## config.mk

```make
export PLATFORM = sky130hd
export DESIGN_NAME = wdog2s_top
export DESIGN_NICKNAME = d
export VERILOG_FILES = /design/src/rtl/wdog2s_pkg.sv /design/src/rtl/wdog2s_decode.sv /design/src/rtl/wdog2s_deadline.sv /design/src/rtl/wdog2s_stages.sv /design/src/rtl/wdog2s_top.sv
export SDC_FILE = /design/constraint.sdc
export NUM_CORES = 1
export LEC_CHECK = 0
export BUFFER_PORTS_ARGS = -buffer_cell sky130_fd_sc_hd__buf_2
export CAP_MARGIN = 20
export CORE_UTILIZATION = 52
export CTS_BUF_LIST = sky130_fd_sc_hd__clkbuf_16
export CTS_CLUSTER_SIZE = 24
export DETAILED_ROUTE_END_ITERATION = 10
export PLACE_DENSITY = 0.78
export SLEW_MARGIN = 20
export SYNTH_ARGS = -nofsm -noshare
export SYNTH_HDL_FRONTEND = slang
export SYNTH_HIERARCHICAL = 1
export SYNTH_SLANG_ARGS = --single-unit
export TNS_END_PERCENT = 1
```

## constraint.sdc

```tcl
create_clock -name clk -period 3.5 [get_ports clk]
set_input_delay 0.35 -clock clk [delete_from_list [all_inputs] [get_ports clk]]
set_output_delay 0.35 -clock clk [all_outputs]
set_load 0.02 [all_outputs]
```

## src/rtl/wdog2s_pkg.sv

```systemverilog
`timescale 1ns/1ps
package wdog2s_pkg;
  localparam int REG_W    = 32;
  localparam int ADDR_W   = 12;
  localparam int CNT_W    = 64;
  localparam int OFF_W    = 48;
  localparam int OFF_HI_W = OFF_W - REG_W;

  // control window map
  localparam logic [ADDR_W-1:0] A_CTRL    = 12'h000;
  localparam logic [ADDR_W-1:0] A_OFS_LO  = 12'h008;
  localparam logic [ADDR_W-1:0] A_OFS_HI  = 12'h00C;
  localparam logic [ADDR_W-1:0] A_CMP_LO  = 12'h010;
  localparam logic [ADDR_W-1:0] A_CMP_HI  = 12'h014;
  localparam logic [ADDR_W-1:0] A_IDENT   = 12'hFCC;
  // refresh window map
  localparam logic [ADDR_W-1:0] A_REFRESH = 12'h000;

  localparam logic [REG_W-1:0] IDENT_VAL = 32'h0001_043B;

  localparam int BIT_EN = 0;
  localparam int BIT_S1 = 1;
  localparam int BIT_S2 = 2;

  typedef struct packed {
    logic refresh;
    logic ctrl;
    logic ofs_lo;
    logic ofs_hi;
    logic cmp_lo;
    logic cmp_hi;
  } wr_t;

  // deadline = sampled count + zero-extended period
  function automatic logic [CNT_W-1:0] deadline(input logic [CNT_W-1:0] now,
                                                input logic [OFF_HI_W-1:0] hi,
                                                input logic [REG_W-1:0] lo);
    return now + CNT_W'({hi, lo});
  endfunction

  function automatic logic [REG_W-1:0] status_word(input logic en,
                                                   input logic s1,
                                                   input logic s2);
    logic [REG_W-1:0] w;
    w         = '0;
    w[BIT_EN] = en;
    w[BIT_S1] = s1;
    w[BIT_S2] = s2;
    return w;
  endfunction
endpackage

```

## src/rtl/wdog2s_decode.sv

```systemverilog
`timescale 1ns/1ps
module wdog2s_decode
  import wdog2s_pkg::*;
(
  input  logic              cf_en,
  input  logic              cf_we,
  input  logic [ADDR_W-1:0] cf_addr,
  input  logic              rf_en,
  input  logic              rf_we,
  input  logic [ADDR_W-1:0] rf_addr,
  output wr_t               wr
);
  logic cw;
  assign cw = cf_en & cf_we;

  // exact address match: misaligned or unmapped writes hit nothing
  always_comb begin
    wr.ctrl    = cw & (cf_addr == A_CTRL);
    wr.ofs_lo  = cw & (cf_addr == A_OFS_LO);
    wr.ofs_hi  = cw & (cf_addr == A_OFS_HI);
    wr.cmp_lo  = cw & (cf_addr == A_CMP_LO);
    wr.cmp_hi  = cw & (cf_addr == A_CMP_HI);
    wr.refresh = rf_en & rf_we & (rf_addr == A_REFRESH);
  end
endmodule

```

## src/rtl/wdog2s_deadline.sv

```systemverilog
`timescale 1ns/1ps
module wdog2s_deadline
  import wdog2s_pkg::*;
(
  input  logic                clk,
  input  logic                rst_n,
  input  wr_t                 wr,
  input  logic [REG_W-1:0]    wdata,
  input  logic [CNT_W-1:0]    count,
  input  logic                fire1,
  output logic [REG_W-1:0]    ofs_lo,
  output logic [OFF_HI_W-1:0] ofs_hi,
  output logic [CNT_W-1:0]    cmp,
  output logic                due
);
  logic [REG_W-1:0]    lo_n;
  logic [OFF_HI_W-1:0] hi_n;
  logic [CNT_W-1:0]    cmp_n;
  logic                reload;

  assign due    = (count >= cmp);
  assign reload = wr.refresh | wr.ofs_lo | wr.ofs_hi | fire1;

  always_comb begin
    lo_n = wr.ofs_lo ? wdata : ofs_lo;
    if (wr.ofs_lo)      hi_n = '0;
    else if (wr.ofs_hi) hi_n = wdata[OFF_HI_W-1:0];
    else                hi_n = ofs_hi;

    cmp_n = reload ? deadline(count, hi_n, lo_n) : cmp;
    // a direct write of one half wins over any reload in the same cycle
    if (wr.cmp_lo) cmp_n[REG_W-1:0]     = wdata;
    if (wr.cmp_hi) cmp_n[CNT_W-1:REG_W] = wdata;
  end

  always_ff @(posedge clk or negedge rst_n) begin
    if (!rst_n) begin
      ofs_lo <= '0;
      ofs_hi <= '0;
      cmp    <= '0;
    end else begin
      ofs_lo <= lo_n;
      ofs_hi <= hi_n;
      cmp    <= cmp_n;
    end
  end
endmodule

```

## src/rtl/wdog2s_stages.sv

```systemverilog
`timescale 1ns/1ps
module wdog2s_stages
  import wdog2s_pkg::*;
(
  input  logic clk,
  input  logic rst_n,
  input  wr_t  wr,
  input  logic en_bit,
  input  logic due,
  output logic en,
  output logic ws0,
  output logic ws1,
  output logic hit,
  output logic fire1,
  output logic fire2
);
  logic kill;

  // refresh or a disable write wins over an expiry in the same cycle
  assign kill  = wr.refresh | (wr.ctrl & ~en_bit);
  assign hit   = en & due;
  assign fire1 = hit & ~ws0 & ~kill;
  assign fire2 = hit & ws0 & ~ws1 & ~kill;

  always_ff @(posedge clk or negedge rst_n) begin
    if (!rst_n) begin
      en  <= 1'b0;
      ws0 <= 1'b0;
      ws1 <= 1'b0;
    end else begin
      if (wr.ctrl) en <= en_bit;
      ws0 <= kill ? 1'b0 : (ws0 | fire1);
      ws1 <= kill ? 1'b0 : (ws1 | fire2);
    end
  end
endmodule

```

## src/rtl/wdog2s_top.sv

```systemverilog
`timescale 1ns/1ps
module wdog2s_top
  import wdog2s_pkg::*;
(
  input  logic              clk,
  input  logic              rst_n,
  input  logic [CNT_W-1:0]  sys_count,
  input  logic              rf_en,
  input  logic              rf_we,
  input  logic [ADDR_W-1:0] rf_addr,
  input  logic [REG_W-1:0]  rf_wdata,
  output logic [REG_W-1:0]  rf_rdata,
  input  logic              cf_en,
  input  logic              cf_we,
  input  logic [ADDR_W-1:0] cf_addr,
  input  logic [REG_W-1:0]  cf_wdata,
  output logic [REG_W-1:0]  cf_rdata,
  output logic              irq_o,
  output logic              rst_req_o
);
  wr_t                 wr_w;
  logic                en_w, ws0_w, ws1_w, hit_w, fire1_w, fire2_w, due_w;
  logic [REG_W-1:0]    off_lo_w;
  logic [OFF_HI_W-1:0] off_hi_w;
  logic [CNT_W-1:0]    cmp_w;
  logic                unused_rf;

  // refresh data value carries no meaning
  assign unused_rf = ^rf_wdata;

  wdog2s_decode u_dec (
    .cf_en  (cf_en),
    .cf_we  (cf_we),
    .cf_addr(cf_addr),
    .rf_en  (rf_en),
    .rf_we  (rf_we),
    .rf_addr(rf_addr),
    .wr     (wr_w)
  );

  wdog2s_stages u_stg (
    .clk   (clk),
    .rst_n (rst_n),
    .wr    (wr_w),
    .en_bit(cf_wdata[BIT_EN]),
    .due   (due_w),
    .en    (en_w),
    .ws0   (ws0_w),
    .ws1   (ws1_w),
    .hit   (hit_w),
    .fire1 (fire1_w),
    .fire2 (fire2_w)
  );

  wdog2s_deadline u_dl (
    .clk   (clk),
    .rst_n (rst_n),
    .wr    (wr_w),
    .wdata (cf_wdata),
    .count (sys_count),
    .fire1 (fire1_w),
    .ofs_lo(off_lo_w),
    .ofs_hi(off_hi_w),
    .cmp   (cmp_w),
    .due   (due_w)
  );

  assign irq_o     = ws0_w;
  assign rst_req_o = ws1_w;
  assign rf_rdata  = '0;

  always_comb begin
    cf_rdata = '0;
    if (cf_en && !cf_we) begin
      case (cf_addr)
        A_CTRL:   cf_rdata = status_word(en_w, ws0_w, ws1_w);
        A_OFS_LO: cf_rdata = off_lo_w;
        A_OFS_HI: cf_rdata = REG_W'(off_hi_w);
        A_CMP_LO: cf_rdata = cmp_w[REG_W-1:0];
        A_CMP_HI: cf_rdata = cmp_w[CNT_W-1:REG_W];
        A_IDENT:  cf_rdata = IDENT_VAL;
        default:  cf_rdata = '0;
      endcase
    end
  end
endmodule

```

* Yosys cells after proc, flatten, opt, wreduce, memory -nomap -nowiden
Index checks and enable logic that the tools add are counted.
** Cells by class
- Equality and inequality tests :: 5
- $lt $le $gt $ge :: 1
- Bitwise gates (word level) :: 25
- Add/sub/neg operators :: 1
- Multiplexer cells :: 10
- Reduce and logical (&&, ||, !) cells :: 6
** Operators by type and width (number)
- case mux 32 bit (6 select lines) :: 1
- two-way mux 32 bit :: 4
- adder 64 x 48 -> 64 bit :: 1
- greater-or-equal comparator 64 bit :: 1
- two-way mux 64 bit :: 1
- two-way mux 16 bit :: 2
- equality test 12 x 4 -> 1 bit, second input constant :: 2
- equality test 12 x 5 -> 1 bit, second input constant :: 2
- logical NOT 12 bit :: 2
- AND 1 bit :: 15
- equality test 12 bit, second input constant :: 1
- bitwise OR 1 bit :: 6
- NOT 1 bit :: 4
- nonzero test 2 bit :: 2
- two-way mux 1 bit :: 2
- logical AND 1 bit :: 1
- logical NOT 1 bit :: 1
** Storage, ports and cells
- Register bits :: 115
- Output and inout bits :: 66
- Input bits :: 158

* Depth between registers and ports, before layout
Gate-level depths: netlist of run 1.
- Depth in word-level cells :: 9
- Depth in mapped cells :: 20
- Depth with buffers taken out :: 19

* Hierarchy
Netlist of run 1, hierarchy kept.
** Modules (own cells, without submodules)
- wdog2s_deadline :: area each 9656.8 um^2, cells each 1123, times used 1
- wdog2s_top :: area each 1637.8 um^2, cells each 230, times used 1
- wdog2s_stages :: area each 157.7 um^2, cells each 14, times used 1
- wdog2s_decode :: area each 145.1 um^2, cells each 18, times used 1

* Worst setup path after synthesis of run 1
Ideal clock, no wire load.
- Path kind :: input-to-reg
- From :: input cf_addr[8]
- To :: register u_dl.cmp[49]
- Slack :: -1359 ps
- Arrival :: 4709 ps
- Stages on the path :: 17
- Data required time :: 3350 ps
- Path buffers :: 4
- Cell sequence :: or4_4 -> nor4_1 -> buf_1 -> clkbuf_1 -> clkbuf_1 -> nor2_1 -> ha_1 -> buf_2 -> a21o_1 -> a21o_1 -> a221oi_1 -> o21ai_0 -> or3_1 -> o211ai_4 -> a21oi_1 -> mux2i_1 -> o311ai_0
** RTL lines
- from (decl) :: line wdog2s_top.sv:15 : input logic [ADDR_W-1:0] cf_addr,
- to (signal assigned) :: line wdog2s_deadline.sv:44 : cmp <= cmp_n;
- to (decl) :: line wdog2s_deadline.sv:13 : output logic [CNT_W-1:0] cmp,

==> results of run 1 <==
-- routing by layer --
layer	track usage, %	wire length, um
met5	0	32
met4	21.25	2581
met3	11.30	5207
met2	68.15	22180
met1	51.72	18300
-- worst paths after layout --
check	endpoint	slack (ns)	cells past startpoint
hold reg to reg	u_dl/ofs_lo[21]	0.54	1
min in group asynchronous	u_dl/cmp[56]	0.51	2
setup / recovery	u_dl/cmp[51]	-0.69	19
max in group asynchronous	u_dl/cmp[36]	2.11	3
hold / removal	u_dl/cmp[27]	0.18	2
setup reg to reg	u_dl/cmp[50]	-0.38	21
-- flip-flops by register name, summed over array words and instances, names as in the netlist --
| name | flops |
|---|---|
| u_stg/ws0 | 1 |
| u_dl/ofs_lo | 32 |
| u_dl/cmp | 64 |
| u_dl/ofs_hi | 16 |
| u_stg/ws1 | 1 |
| u_stg/en | 1 |
-- power by group through the flow --
stage,Combinational (mW),Clock [mW],Sequential (mW)
floorplan,0.323,0,1.37
global placement,0.704,0,1.37
detailed placement,0.722,0,1.37
CTS,0.774,1.75,1.35
global route,0.882,1.80,1.35
finish,0.828,1.75,1.35
-- area by class of cell --
cell class	count	area (sq um)	share of cell area, %
clock buffer	17	425.4	2.498
timing repair buffer	547	3923	23.03
clock inverter	15	141.4	0.8302
inverter	89	334.1	1.962
multi-input combinational	1096	8980	52.73
tap	280	350.3	2.057
sequential	115	2878	16.90
-- per-stage QoR --
stage	area, sq um	utilization (%)	hold slack (ns)	instances	TNS, ns
finish	17030	78.04	0.1801	2159	-24.06
global route	17030	78.04	0.1978	2159	-29.40
CTS	16730	76.65	0.1778	2159	-19.22
detailed placement	15310	70.16	0.4414	2111	-60.80
global placement	15310	70.16	0.4316	2111	-58.17
floorplan	11830	-	0.05441	1413	-21.98
-- worst max-delay path: cells and delay by family --
| family | cells | cell delay (ns) |
|---|---|---|
| adder cells (fa/ha/maj) | 1 | 0.28 |
| multiplexers | 2 | 0.51 |
| AO/OA/AOI/OAI | 7 | 1.45 |
| AND/OR/NAND/NOR | 3 | 1.08 |
| buffers and inverters | 6 | 0.80 |
-- what timing repair did --
item                       4_1_cts  5_1_grt
gates resized for setup        135       58
setup buffers                   14        0
setup endpoints to repair       64       64
cloned                           1        0
hold endpoints to repair         3        0
pin swaps                       45       21
hold buffers                     1        0
==> results.py, run 1 <==
metrics = {
    "power": {
        "power_density_nw_per_um2": 230.9,
        "p_leak_nw": 8.059,
        "clock_power_share_pct": 44.6,
        "p_switching_mw": 1.188,
        "total_power_mw": 3.932,
        "irDropWorstVdd_mv": 0.3236,
        "power_frac_comb_pct": 21.1,
        "seqPwrFrac_pct": 34.3,
        "p_int_mw": 2.744,
        "swShare_pct": 30.22,
    },
    "route": {
        "routed_via_density": 6.358,
        "ant_nets": 0,
        "num_vias": 13730,
        "drt_iter0_drc": 1463,
        "drc_errors": 0,
        "drtPass1Iterations": 10,
        "drt_wl_total_um": 48300,
        "wl_per_cell_um": 22.37,
    },
    "critical_path": {
        "cp_cell_sequence": "buf_6, or4b_4, nor4_4, buf_12, buf_8, buf_6, mux2_4, ha_4, nand4_1, o221a_1, a2bb2oi_4, a211oi_2, o21a_2, o211ai_4, buf_12, buf_16, a21oi_2, mux2i_1, o311ai_1",
        "setup.worst_path.start": "cf_addr[11]",
        "worst-setup-path-type": "in -> reg",
        "slowest_delay_ns": 0.54,
        "worstPathMaxFanout": 6,
        "end_kind": "flop",
        "worstPathArrival_ns": 4.50,
        "timing.rr.start": "u_dl/cmp[25]",
        "worstPathRequired_ns": 3.80,
        "startpoint_type": "input pin",
        "critPathSlowestCell": "or4b_4",
    },
    "clock_tree": {
        "cts_inserted_buffers": 17,
        "cts.clk_slew.worst_paths_ns": 0.06,
        "cts_buffer_depth": 2,
        "cts_htree_levels": 4,
        "tritoncts": "built",
        "clk_latency_ns": 0.44,
        "cts_num_sinks": 115,
        "root_buffer": "clkbuf_16",
    },
    "global_routing": {
        "grt_first_pass_wirelength_um": 73020,
        "antenna_found_initial": 3,
        "grt-ovfl-total": 0,
        "track_usage_pct": 42.24,
        "grt_pass1_vias": 13680,
        "grt_start_max_net_pins": 66,
    },
    "sta": {
        "final-setup-viol-count": 61,
        "worst_slack_ns": -0.6931,
        "finalCriticalPeriod_ns": 4.193,
        "clock.fmax_mhz": 238.5,
        "worst_pin_slew_ns": 0.9362,
        "slew_violations": 0,
        "finalClockSkew_ns": 0.01205,
        "relSlewSlack_pct": 37.59,
        "rsz0062_at_grt": "yes",
        "period_share_pct": 119.8,
        "final_hold_viol_count": 0,
    },
    "final_layout": {
        "final_common_cell": "buf_4",
        "syn_to_final_growth_pct": 47.14,
        "nNetsFinal": 2137,
        "drive_above_1_share_pct": 43.85,
        "nFillCells": 1380,
        "insertedDiodeCount": 0,
        "most-common-layout-cells": "buf_4 (370), buf_2 (156), dfrtp_1 (115)",
    },
    "floorplan": {
        "fp.dieW_um": 151.2,
        "initial_core_util_pct": 53.04,
        "core_sq_um": 21820,
        "fp.dieArea_sq_um": 22860,
        "rows": 54,
        "pin_count": 224,
        "fp.dieH_um": 151.2,
    },
    "placement": {
        "finalWeightedCongestion": 0.9809,
        "portBuffers": 159,
        "dp_hpwl_um": 34320,
        "preCtsSetupSlack_ns": -1.151,
    },
    "status": {
        "status": "complete, but fails checks",
        "violations": "setup timing",
    },
    "job": {
        "cap_violations": 0,
    },
    "yosys": {
        "ys_warn_count": 6,
        "synth_area_sq_um": 11570,
        "synthCells": 1382,
        "syn_area_per_cell_sq_um": 8.375,
    },
    "min_path": {
        "hp-start": "cf_wdata[27]",
        "hold_path_class": "in -> reg",
    },
}
Note: power is estimated with default switching activity, not from simulation.
==> run 2, diff against run 1 <==
- SKIP_CTS_REPAIR_TIMING: default -> 1
==> run 2 against run 1 <==
  * The flow finishes with violations (hold timing, setup timing)
  * Combinational power decreased by 5.0%
  * Count of clock-buffer cells in the layout stayed put
  * First-iteration DRC count grew 2.5%
  * Largest power group unchanged
  * Largest cell class unchanged
  * Critical path type unchanged
  * Routed wire length decreased by 3.7%
  * Register-to-register slack is essentially flat
  * Core utilization shrank 2.1 points
  * Final cell count is essentially flat
  * Sequential cell count unchanged
==> results.py, run 2 (synthesis results as in run 1) <==
metrics = {
    "critical_path": {
        "worstPathArrival_ns": 4.54,
        "worst-path-buf-inv": 6,
        "critPathSlowestCell": "or4_4",
        "cp_cell_sequence": "buf_2, or4_4, nor4_4, buf_6, buf_12, buf_4, buf_4, mux2_4, ha_4, nand4_1, o221a_1, a2bb2oi_4, a211oi_2, o21a_2, o211ai_4, buf_12, a2111oi_4, xnor2_1, a21oi_1",
        "worstPathRequired_ns": 3.81,
        "end_kind": "flop",
        "startpoint_type": "input pin",
        "worst-setup-path-type": "in -> reg",
        "crit_family": "compound AO/OA/AOI/OAI gates",
        "worst-r2r-setup-slack_ns": -0.39,
        "worstPathMaxFanout": 6,
        "slowest_delay_ns": 0.55,
    },
    "sta": {
        "rsz0062_at_grt": "yes",
        "period_share_pct": 120.7,
        "final_hold_viol_count": 13,
        "fin_tns_setup_ns": -26.53,
        "worst_slack_ns": -0.7243,
        "finalClockSkew_ns": 0.01176,
        "clock.fmax_mhz": 236.7,
        "relSlewSlack_pct": 35.03,
        "final-setup-viol-count": 62,
        "finalCriticalPeriod_ns": 4.224,
        "worst_pin_slew_ns": 0.9745,
        "slew_violations": 0,
        "fin_hold_ws_ns": -0.03378,
    },
    "floorplan": {
        "initial_core_util_pct": 53.04,
        "rows": 54,
        "fp.dieW_um": 151.2,
        "core_sq_um": 21820,
        "fp.dieH_um": 151.2,
        "fp.dieArea_sq_um": 22860,
        "pin_count": 224,
    },
    "route": {
        "drt_iter0_drc": 1499,
        "wl_per_cell_um": 21.56,
        "drtPass1Iterations": 9,
        "drc_errors": 0,
        "ant_nets": 0,
        "drt_wl_total_um": 46520,
        "routed_via_density": 6.281,
        "num_vias": 13560,
    },
    "final_layout": {
        "layout.area.seq_sq_um": 2878,
        "largest_register": "u_dl/cmp",
        "nFillCells": 1514,
        "final_common_cell": "buf_4",
        "top_regs": "u_dl/cmp (64), u_dl/ofs_lo (32), u_dl/ofs_hi (16)",
        "layout.cells.non_filler": 2158,
        "syn_to_final_growth_pct": 43.24,
        "drive_above_1_share_pct": 41.77,
        "multi_input_area_sq_um": 8552,
        "nNetsFinal": 2135,
        "most-common-layout-cells": "buf_4 (369), buf_2 (158), a21oi_1 (117)",
        "largest_register_ffs": 64,
    },
    "status": {
        "violations": "hold timing, setup timing",
        "status": "complete, but fails checks",
    },
    "clock_tree": {
        "tritoncts": "built",
        "cts.clk_slew.worst_paths_ns": 0.06,
        "clk_latency_ns": 0.43,
        "root_buffer": "clkbuf_16",
        "cts_htree_levels": 4,
        "cts_buffer_depth": 2,
        "cts_inserted_buffers": 17,
        "cts_num_sinks": 115,
    },
    "global_routing": {
        "track_usage_pct": 39.10,
        "grt-ovfl-total": 0,
        "antenna_found_initial": 4,
        "grt_first_pass_wirelength_um": 67720,
        "grt_pass1_vias": 12880,
        "grt_start_max_net_pins": 66,
    },
    "placement": {
        "dpl.cell_count": 2111,
        "portBuffers": 159,
        "finalWeightedCongestion": 0.9809,
        "dp_hpwl_um": 34320,
    },
    "power": {
        "power_density_nw_per_um2": 234.5,
        "p_leak_nw": 8.012,
        "irDropWorstVdd_mv": 0.3183,
    },
    "job": {
        "cap_violations": 0,
    },
    "min_path": {
        "hold_path_class": "in -> async",
    },
}
==> run 2: changes by cell type in the layout (fill, tap and decap cells not counted), moves of 4 or more <==
cell / before / now
o21ai_1: 18 / 14
nor2_2: 6 / 11
nor2_1: 85 / 81
mux2_2: 57 / 63
a21oi_4: 7 / 2
mux2_4: 7 / 1
ha_2: 2 / 6
ha_4: 29 / 10
a21oi_1: 104 / 117
a21oi_2: 28 / 20
ha_1: 81 / 96
o21ai_0: 32 / 36
==> run 2: layout make-up <==
class                           count  area share [%]
Antenna cell                        1         0.01509
Clock buffer                       17           2.566
Clock inverter                     15          0.8528
Inverter                           89           2.015
Multi-Input combinational cell   1096           51.58
Sequential cell                   115           17.36
Tap cell                          280           2.113
Timing Repair Buffer              545           23.50
==> run 2: worst reg2reg max path: stages, from the launching register on <==
cell,delay (ns)
dfrtp_1,0.36
inv_2,0.05
ha_1,0.29
a21o_1,0.16
a21o_1,0.18
a21o_1,0.17
a21oi_1,0.15
nor2b_1,0.06
o21ai_1,0.11
a21oi_1,0.09
nor4_2,0.37
buf_4,0.18
o21ai_2,0.08
nand2_2,0.10
nor4_4,0.05
buf_4,0.15
nor4_4,0.19
buf_6,0.19
nor2_1,0.05
buf_4,0.19
buf_4,0.18
a311oi_1,0.31
nand2_1,0.10
==> run 2: routing by layer <==
layer  vias to the layer above  GRT usage, %  part of all wire [%]
met5                         -             0                     0
li1                       6009             -                     -
met2                       928         62.88                    46
met3                       218         7.048                    11
met1                      6400         51.17                    39
met4                         0         17.10                   4.7
==> run 2: metrics by stage <==
stage	power (mW)	utilization [%]	hold WS, ns	cell area [sq um]	setup slack, ns
2_1_floorplan	1.695	-	0.05441	11830	-0.5864
3_3_place_gp	2.076	70.16	0.4316	15310	-1.139
3_5_place_dp	2.095	70.16	0.4414	15310	-1.151
4_1_cts	3.825	72.76	-0.01308	15880	-0.8583
5_1_grt	3.997	75.97	0.01106	16580	-0.8191
6_report	3.889	75.97	-0.03378	16580	-0.7243
==> run 2: worst paths after layout <==
kind	from	end	cells after the start
worst max-delay path	cf_addr[0]	u_dl/cmp[57]	19
worst min-delay path	rst_n	u_dl/cmp[56]	1
worst max register to register	u_dl/cmp[49]	u_dl/cmp[50]	22
worst min register to register	u_dl/ofs_lo[0]	u_dl/ofs_lo[0]	1
max in group asynchronous	rst_n	u_dl/cmp[36]	2
min in group clk	cf_wdata[27]	u_dl/cmp[27]	2
==> run 2: power by group <==
group	internal [mW]	total [mW]	switching, mW
logic	0.346	0.787	0.441
clock network	1.04	1.75	0.714
registers	1.34	1.35	0.00770
